--- config.mk ---
export PLATFORM = sky130hd
export DESIGN_NAME = trace_status_decoder
export DESIGN_NICKNAME = d
export VERILOG_FILES = /design/src/rtl/trace_dec_pkg.sv /design/src/rtl/tsd_sat_counter.sv /design/src/rtl/tsd_decode.sv /design/src/rtl/trace_status_decoder.sv
export SDC_FILE = /design/constraint.sdc
export NUM_CORES = 1
export LEC_CHECK = 0
export BUFFER_PORTS_ARGS = -buffer_cell sky130_fd_sc_hd__clkbuf_2
export CAP_MARGIN = 5
export CORE_MARGIN = 2
export CORE_UTILIZATION = 45
export CTS_CLUSTER_SIZE = 8
export DETAILED_ROUTE_END_ITERATION = 8
export PLACE_DENSITY = 0.67
export SYNTH_ARGS = -nofsm -noshare
export SYNTH_HDL_FRONTEND = slang
export SYNTH_SLANG_ARGS = --single-unit
--- constraint.sdc ---
create_clock -name clk -period 6 [get_ports clk]
set_input_delay 1.2 -clock clk [delete_from_list [all_inputs] [get_ports clk]]
set_output_delay 1.2 -clock clk [all_outputs]
set_load 0.01 [all_outputs]
--- src/rtl/trace_dec_pkg.sv ---
package trace_dec_pkg;

   localparam int ST_W   = 3;
   localparam int HIST_W = 2;

   localparam logic [HIST_W-1:0] HIST_FREEZE  = 2'b11;
   localparam logic [ST_W-1:0]   ST_NOT_TAKEN = 3'b111;
   localparam logic [ST_W-1:0]   ST_RSVD      = 3'b110;
   localparam logic [ST_W-1:0]   ST_MAX_FLUSH = 3'b101;

   typedef enum logic {
      EXP_TYPE  = 1'b0,
      EXP_FLUSH = 1'b1
   } tsd_mode_e;

   typedef struct packed {
      logic              itype_vld;
      logic [ST_W-1:0]   itype;
      logic              iq_vld;
      logic [ST_W-1:0]   iq_cnt;
      logic [HIST_W-1:0] hb_cnt;
      logic              dbg_enter;
      logic              dbg_exit;
      logic              tsync_chg;
      logic              err;
   } tsd_evt_t;

endpackage

--- src/rtl/tsd_sat_counter.sv ---
module tsd_sat_counter #(
   parameter int W        = 16,
   parameter int INC_W    = 3,
   parameter bit SATURATE = 1'b1
) (
   input  logic             clk,
   input  logic             rst_n,
   input  logic             clr_i,
   input  logic [INC_W-1:0] inc_i,
   output logic [W-1:0]     cnt_o
);

   localparam int SUM_W = W + 1;

   logic [SUM_W-1:0] sum;
   logic [W-1:0]     cnt_n;

   initial begin : p_param_chk
      assert (INC_W < W) else $fatal(1, "tsd_sat_counter: INC_W must be below W");
   end

   assign sum = {1'b0, cnt_o} + {{(SUM_W-INC_W){1'b0}}, inc_i};

   generate
      if (SATURATE) begin : g_sat
         assign cnt_n = sum[W] ? {W{1'b1}} : sum[W-1:0];
      end else begin : g_wrap
         assign cnt_n = sum[W-1:0];
      end
   endgenerate

   always_ff @(posedge clk) begin
      if (!rst_n || clr_i) cnt_o <= '0;
      else                 cnt_o <= cnt_n;
   end

endmodule

--- src/rtl/tsd_decode.sv ---
module tsd_decode
   import trace_dec_pkg::*;
(
   input  logic              clk,
   input  logic              rst_n,
   input  logic [ST_W-1:0]   stat_i,
   input  logic [HIST_W-1:0] hist_i,
   input  logic              tsync_i,
   input  logic [7:0]        mask_i,
   output tsd_evt_t          evt_d_o,
   output tsd_evt_t          evt_q_o,
   output logic              dbg_q_o,
   output logic              sticky_o
);

   tsd_mode_e mode_q, mode_n;
   logic      dbg_n;
   logic      chg_q, chg_n;
   logic      tsync_q;
   logic      tsync_edge;
   tsd_evt_t  nxt;

   assign tsync_edge = tsync_i ^ tsync_q;

   always_comb begin
      nxt    = '0;
      mode_n = mode_q;
      dbg_n  = dbg_q_o;
      chg_n  = chg_q;
      if (dbg_q_o) begin
         if (hist_i == HIST_FREEZE) begin
            chg_n = chg_q | tsync_edge;
         end else begin
            dbg_n         = 1'b0;
            chg_n         = 1'b0;
            nxt.dbg_exit  = 1'b1;
            nxt.tsync_chg = chg_q | tsync_edge;
            nxt.itype_vld = 1'b1;
            nxt.itype     = stat_i;
            nxt.hb_cnt    = hist_i;
            mode_n        = mask_i[stat_i] ? EXP_FLUSH : EXP_TYPE;
         end
      end else if (hist_i == HIST_FREEZE) begin
         dbg_n         = 1'b1;
         chg_n         = 1'b0;
         nxt.dbg_enter = 1'b1;
         mode_n        = EXP_TYPE;
      end else begin
         nxt.hb_cnt = hist_i;
         if (mode_q == EXP_TYPE) begin
            nxt.itype_vld = 1'b1;
            nxt.itype     = stat_i;
            mode_n        = mask_i[stat_i] ? EXP_FLUSH : EXP_TYPE;
         end else if (stat_i <= ST_MAX_FLUSH) begin
            nxt.iq_vld = 1'b1;
            nxt.iq_cnt = stat_i;
            mode_n     = EXP_TYPE;
         end else if (stat_i == ST_NOT_TAKEN) begin
            nxt.itype_vld = 1'b1;
            nxt.itype     = stat_i;
            mode_n        = mask_i[ST_NOT_TAKEN] ? EXP_FLUSH : EXP_TYPE;
         end else begin
            nxt.err = 1'b1;
            mode_n  = EXP_TYPE;
         end
      end
   end

   assign evt_d_o = nxt;

   always_ff @(posedge clk) begin
      if (!rst_n) begin
         mode_q   <= EXP_TYPE;
         dbg_q_o  <= 1'b0;
         chg_q    <= 1'b0;
         tsync_q  <= 1'b0;
         evt_q_o  <= '0;
         sticky_o <= 1'b0;
      end else begin
         mode_q   <= mode_n;
         dbg_q_o  <= dbg_n;
         chg_q    <= chg_n;
         tsync_q  <= tsync_i;
         evt_q_o  <= nxt;
         sticky_o <= sticky_o | nxt.err;
      end
   end

endmodule

--- src/rtl/trace_status_decoder.sv ---
module trace_status_decoder
   import trace_dec_pkg::*;
#(
   parameter int         CNT_W    = 16,
   parameter logic [7:0] MASK_RST = 8'h30,
   parameter bit         SATURATE = 1'b1
) (
   input  logic             clk,
   input  logic             rst_n,
   input  logic [2:0]       stat_i,
   input  logic [1:0]       hist_i,
   input  logic             tsync_i,
   input  logic             mask_we_i,
   input  logic [7:0]       mask_wdata_i,
   input  logic             cnt_clr_i,
   output logic             itype_vld_o,
   output logic [2:0]       itype_o,
   output logic             iq_flush_vld_o,
   output logic [2:0]       iq_flush_cnt_o,
   output logic [1:0]       hb_flush_cnt_o,
   output logic             dbg_enter_o,
   output logic             dbg_active_o,
   output logic             dbg_exit_o,
   output logic             tsync_chg_o,
   output logic             proto_err_o,
   output logic             proto_err_sticky_o,
   output logic [CNT_W-1:0] iq_total_o,
   output logic [CNT_W-1:0] hb_total_o
);

   localparam int N_CNT = 2;

   logic [7:0] mask_q;
   tsd_evt_t   evt_d, evt_q;
   logic [ST_W-1:0] inc [N_CNT];
   logic [CNT_W-1:0] tot [N_CNT];

   initial begin : p_param_chk
      assert (CNT_W > ST_W) else $fatal(1, "trace_status_decoder: CNT_W too small");
   end

   always_ff @(posedge clk) begin
      if (!rst_n)         mask_q <= MASK_RST;
      else if (mask_we_i) mask_q <= mask_wdata_i;
   end

   tsd_decode u_decode (
      .clk      (clk),
      .rst_n    (rst_n),
      .stat_i   (stat_i),
      .hist_i   (hist_i),
      .tsync_i  (tsync_i),
      .mask_i   (mask_q),
      .evt_d_o  (evt_d),
      .evt_q_o  (evt_q),
      .dbg_q_o  (dbg_active_o),
      .sticky_o (proto_err_sticky_o)
   );

   assign inc[0] = evt_d.iq_cnt;
   assign inc[1] = {1'b0, evt_d.hb_cnt};

   generate
      for (genvar i = 0; i < N_CNT; i++) begin : g_tot
         tsd_sat_counter #(
            .W        (CNT_W),
            .INC_W    (ST_W),
            .SATURATE (SATURATE)
         ) u_cnt (
            .clk   (clk),
            .rst_n (rst_n),
            .clr_i (cnt_clr_i),
            .inc_i (inc[i]),
            .cnt_o (tot[i])
         );
      end
   endgenerate

   assign iq_total_o     = tot[0];
   assign hb_total_o     = tot[1];
   assign itype_vld_o    = evt_q.itype_vld;
   assign itype_o        = evt_q.itype;
   assign iq_flush_vld_o = evt_q.iq_vld;
   assign iq_flush_cnt_o = evt_q.iq_cnt;
   assign hb_flush_cnt_o = evt_q.hb_cnt;
   assign dbg_enter_o    = evt_q.dbg_enter;
   assign dbg_exit_o     = evt_q.dbg_exit;
   assign tsync_chg_o    = evt_q.tsync_chg;
   assign proto_err_o    = evt_q.err;

endmodule

; ---- After elaboration in Yosys (flattened, before gate mapping)
; Cells that the tools add are included.
[word_totals]
regBits = 59
out_inout_bits = 48
input_bits = 18
[classes]
add_sub_neg = 2
order_cmp = 2
eq_ne = 3
n_reduce_logical = 7
n_mux = 33
n_bitwise = 6
[op_table]
columns = cell, count
row1 = $mux 16, 2
row2 = $mux 4, 7
row3 = $mux 1, 18
row4 = $add 16x2->17, 1
row5 = $add 16x3->17, 1
row6 = $mux 10, 1
row7 = $mux 2, 3
row8 = $lt 3x4->1 const B, 1
row9 = $reduce_or 4->1, 1
row10 = $bmux 1 s3, 1
row11 = $eq 3x3->1 const B, 1
row12 = $le 3x3->1 const B, 1
row13 = $mux 3, 1
row14 = $not 1->1, 3
row15 = $reduce_or 3->1, 1
row16 = $eq 2x2->1 const B, 1
row17 = $ne 2x2->1 const B, 1
row18 = $or 1x1->1, 2
row19 = $reduce_and 2->1, 1
row20 = $reduce_bool 2->1, 1
row21 = $reduce_or 2->1, 1
row22 = $logic_not 1->1, 1
row23 = $logic_or 1x1->1, 1
row24 = $xor 1x1->1, 1

; ---- Depth between registers and ports, before layout
[logic_depth]
depth_word = 8
ltp_mapped = 11
depth_no_buf = 9

; ---- By module
; A second synthesis with hierarchy kept.
[unflattened]
cells_unflattened = 279
area_unflattened_um2 = 2638.8
[by_module_without_submodules]
columns = mod, area_each_um2, seq_area_each_um2, instances, cells_each
row1 = tsd_sat_counter, 790.8, 320.3, 2, 86
row2 = tsd_decode, 757.0, 380.4, 1, 81
row3 = trace_status_decoder, 300.3, 160.2, 1, 26

; ---- Least setup slack after synthesis
; OpenSTA, ideal clock, no wires.
[synth_timing]
kind = input-to-reg
start = input stat_i[2]
end = register g_tot[0].u_cnt.cnt_o[10]
stages = 11
setup_ns = 0.134
required_time_ns = 5.866
t_arrival_ns = 3.098
setup_slack_ns = 2.768
cell_sequence = clkbuf_1 nand2_1 nand2_1 nor2_1 ha_1 fa_1 a21oi_1 nor4_4 nand3_2 buf_6 a21oi_1
[synth_rtl]
columns = item, line_no
row1 = "start, declared", trace_status_decoder.sv:10  ; input logic [2:0] stat_i,
row2 = "end signal, assigned", tsd_sat_counter.sv:34  ; else cnt_o <= cnt_n;
row3 = "end, declared", tsd_sat_counter.sv:10  ; output logic [W-1:0] cnt_o

==> flow_summary.toml <==
[place]
hpwl_um = 3833
port_buffers = 65
place_inst = 396
pre_cts_ws_ps = 2512
gp_congestion = 0.7718
place_area_mm2 = 0.002924

[grt]
grt-ovfl-total = 0
grt_pass1_vias = 1897
grt_max_degree = 33
antenna_found_initial = 0
grt_first_pass_wirelength_um = 8742
grt_usage = 0.1767

[clocking]
cts_buffers = 9
cts_root_buf = "clkbuf_8"
ctsHoldBuffers = 0
cts_htree_levels = 3
path_clk_slew_ps = 60
clock_latency_ps = 330
cts_resized = 0
cts_setup_buffers = 0
clock_path_buffers = 2
cts_tree = "built"
clock_sinks = 59

[die]
die_h_um = 79.24
core_area_mm2 = 0.005473
start_util = 0.4655
dieArea_mm2 = 0.006279
die_x_um = 79.24
num_rows = 27
io_pins = 66

[sta]
hold_violations = 0
fin_setup_tns_ps = 0
maxSlewViolCount = 0
period_needed_ps = 3125
min_period_over_period = 0.5208
postLayoutSetupSlackWorst_ps = 2875
setup_viol = 0
skew_ps = 7.961
fmax_mhz = 320.0
holdWs_ps = 457.3
rsz0062_at_grt = "no"
tightestPinTransition_ps = 602.6
slew-limit-headroom = 0.5983

[worst_setup_path]
path_buf_inv = 1
critPathSlowestCell = "a21oi_1"
worstSetupStartpointType = "input pin"
critPathMaxStageDelay_ps = 530
crit_arrival_ps = 3320
crit_required_ps = 6200
cp_max_fo = 13
criticalPathCategory = "in -> reg"
cp_cell_sequence = "clkbuf_2 -> nand2_1 -> nand2_1 -> nor2_1 -> ha_1 -> fa_1 -> a21oi_1 -> nor4_4 -> nand3_2 -> a21oi_1"
crit_path_end_kind = "register"
cp_top_family = "simple AND/OR/NAND/NOR gates"

[detailed_routing]
vias = 2175
vias_per_cell = 5.292
drtPass1Iterations = 6
drc = 0
wl_um = 5357
drtIter0Drc = 71
post_drt_wl_per_cell_um = 13.03
detail-route-antenna-nets = 0

[power]
internal_power_uw = 577.1
p_sw_uw = 178.9
clock_power_share = 0.402
ir_drop_mv = 0.1405
leakage_nw = 1.229
p_sw_frac = 0.2366
pwr-share-comb = 0.062
power_uw = 756.0
power.share.sequential = 0.536
power_density_mw_per_mm2 = 245.1

[yosys]
synthTopCellsByArea = "dfxtp_1 46%, a21oi_1 6.7%, xnor2_1 6.5%"
yosysWarningCount = 0
synth_top_area_share = 0.4637
synth_seq_area_share = 0.4637
synth_top_area_cell = "dfxtp_1"
syn_nets = 293
ys_ff_latch = 59
synth_area_mm2 = 0.002547
synth_cell_types = 46
avgSynthCellArea_um2 = 9.505
syn_inst = 268

[worst_hold_path]
hold_path_class = "reg -> reg"

[layout]
area_growth_pct = 21.07
antenna_cells = 0
mostFrequentLayoutCells = "65 x clkbuf_2, 59 x dfxtp_1, 34 x a21oi_1, 23 x nor2_1, 19 x xnor2_1"
final_area_mm2 = 0.003084
instances_no_fill = 411
final_layout_size_suffix_gt1_frac = 0.2625
post-route-util = 0.5636
final_common_cell = "clkbuf_2"
nFillCells = 533
final_net_count = 360

[flow_run]
drv_cap = 0

[run_status]
status = "finished clean"
==> layer usage <==
metal / routed length [µm] / GRT usage / up-vias / share of wire
met4: 128 / 0.09310 / 0 / 0.024
li1: - / - / 1093 / -
met2: 2460 / 0.2653 / 58 / 0.46
met1: 2516 / 0.2330 / 1011 / 0.47
met5: 0 / 0 / - / 0
met3: 252 / 0.04545 / 13 / 0.047
==> Yosys cell counts (all sizes together) <==
| master | number |
|---|---|
| a2111oi | 1 |
| a211oi | 3 |
| a21o | 1 |
| a21oi | 35 |
| a22oi | 1 |
| a311oi | 1 |
| a31oi | 4 |
| and2 | 4 |
| and3 | 4 |
| and3b | 1 |
| and4 | 1 |
| buf | 3 |
| clkbuf | 7 |
| clkinv | 1 |
| dfxtp | 59 |
| fa | 2 |
| ha | 5 |
| inv | 2 |
| mux2i | 9 |
| mux4 | 1 |
| nand2 | 19 |
| nand2b | 3 |
| nand3 | 13 |
| nand4 | 7 |
| nor2 | 23 |
| nor2b | 5 |
| nor3 | 12 |
| nor3b | 4 |
| nor4 | 3 |
| nor4b | 4 |
| nor4bb | 1 |
| o21a | 2 |
| o21ai | 2 |
| o221ai | 1 |
| or3 | 2 |
| xnor2 | 19 |
| xor2 | 3 |
==> cells by family after synthesis <==
group | Yosys count | synth area share
multiplexers | 10 | 0.04421
flip-flops | 59 | 0.4637
buffers and inverters | 13 | 0.02259
AND/OR/NAND/NOR | 106 | 0.2362
XOR/XNOR | 22 | 0.07564
AO/OA/AOI/OAI | 51 | 0.1174
adder cells (fa/ha/maj) | 7 | 0.04028
==> worst register-to-register path, cell delays in order, from the launching register on <==
cell and delay, ps:
dfxtp_1 360, nor2b_1 330, nand2_1 150, nor3b_1 280
ha_1 330, a21oi_1 500, nor4_4 90, nand3_2 250
a21oi_1 110
==> path summary, 6_finish.rpt <==
| check | start | end | slack [ps] | cells after the start |
|---|---|---|---|---|
| setup / recovery | hist_i[0] | g_tot[0].u_cnt.cnt_o[0] | 2880 | 10 |
| hold / removal | u_decode.chg_q | u_decode.chg_q | 460 | 2 |
| setup reg to reg | u_decode.mode_q | g_tot[0].u_cnt.cnt_o[0] | 3460 | 8 |
| hold reg to reg | u_decode.chg_q | u_decode.chg_q | 460 | 2 |
==> power groups by stage <==
stage,logic (mW),registers [mW],clock network [mW]
after global routing,0.0531,0.406,0.330
after global placement,0.0464,0.414,0
after detailed placement,0.0471,0.414,0
after CTS,0.0474,0.405,0.311
final,0.0470,0.405,0.304
after floorplan,0.0287,0.415,0
==> layout make-up <==
type                            count  area, µm²  share of cell area
Clock buffer                       12      145.1             0.04706
Clock inverter                      3      15.01            0.004868
Inverter                            3      11.26            0.003651
Multi-Input combinational cell    196       1309              0.4243
Sequential cell                    59       1181              0.3830
Tap cell                           72      90.09             0.02921
Timing Repair Buffer               66      332.8              0.1079
==> sequential cells by signal (all words and copies together), names as in the netlist <==
signal and flops:
g_tot.u_cnt.cnt_o 32, mask_q 8, u_decode.chg_q 1, u_decode.dbg_q_o 1
u_decode.evt_q_o 14, u_decode.mode_q 1, u_decode.sticky_o 1, u_decode.tsync_q 1
Note: power is estimated with default switching activity, not from simulation.
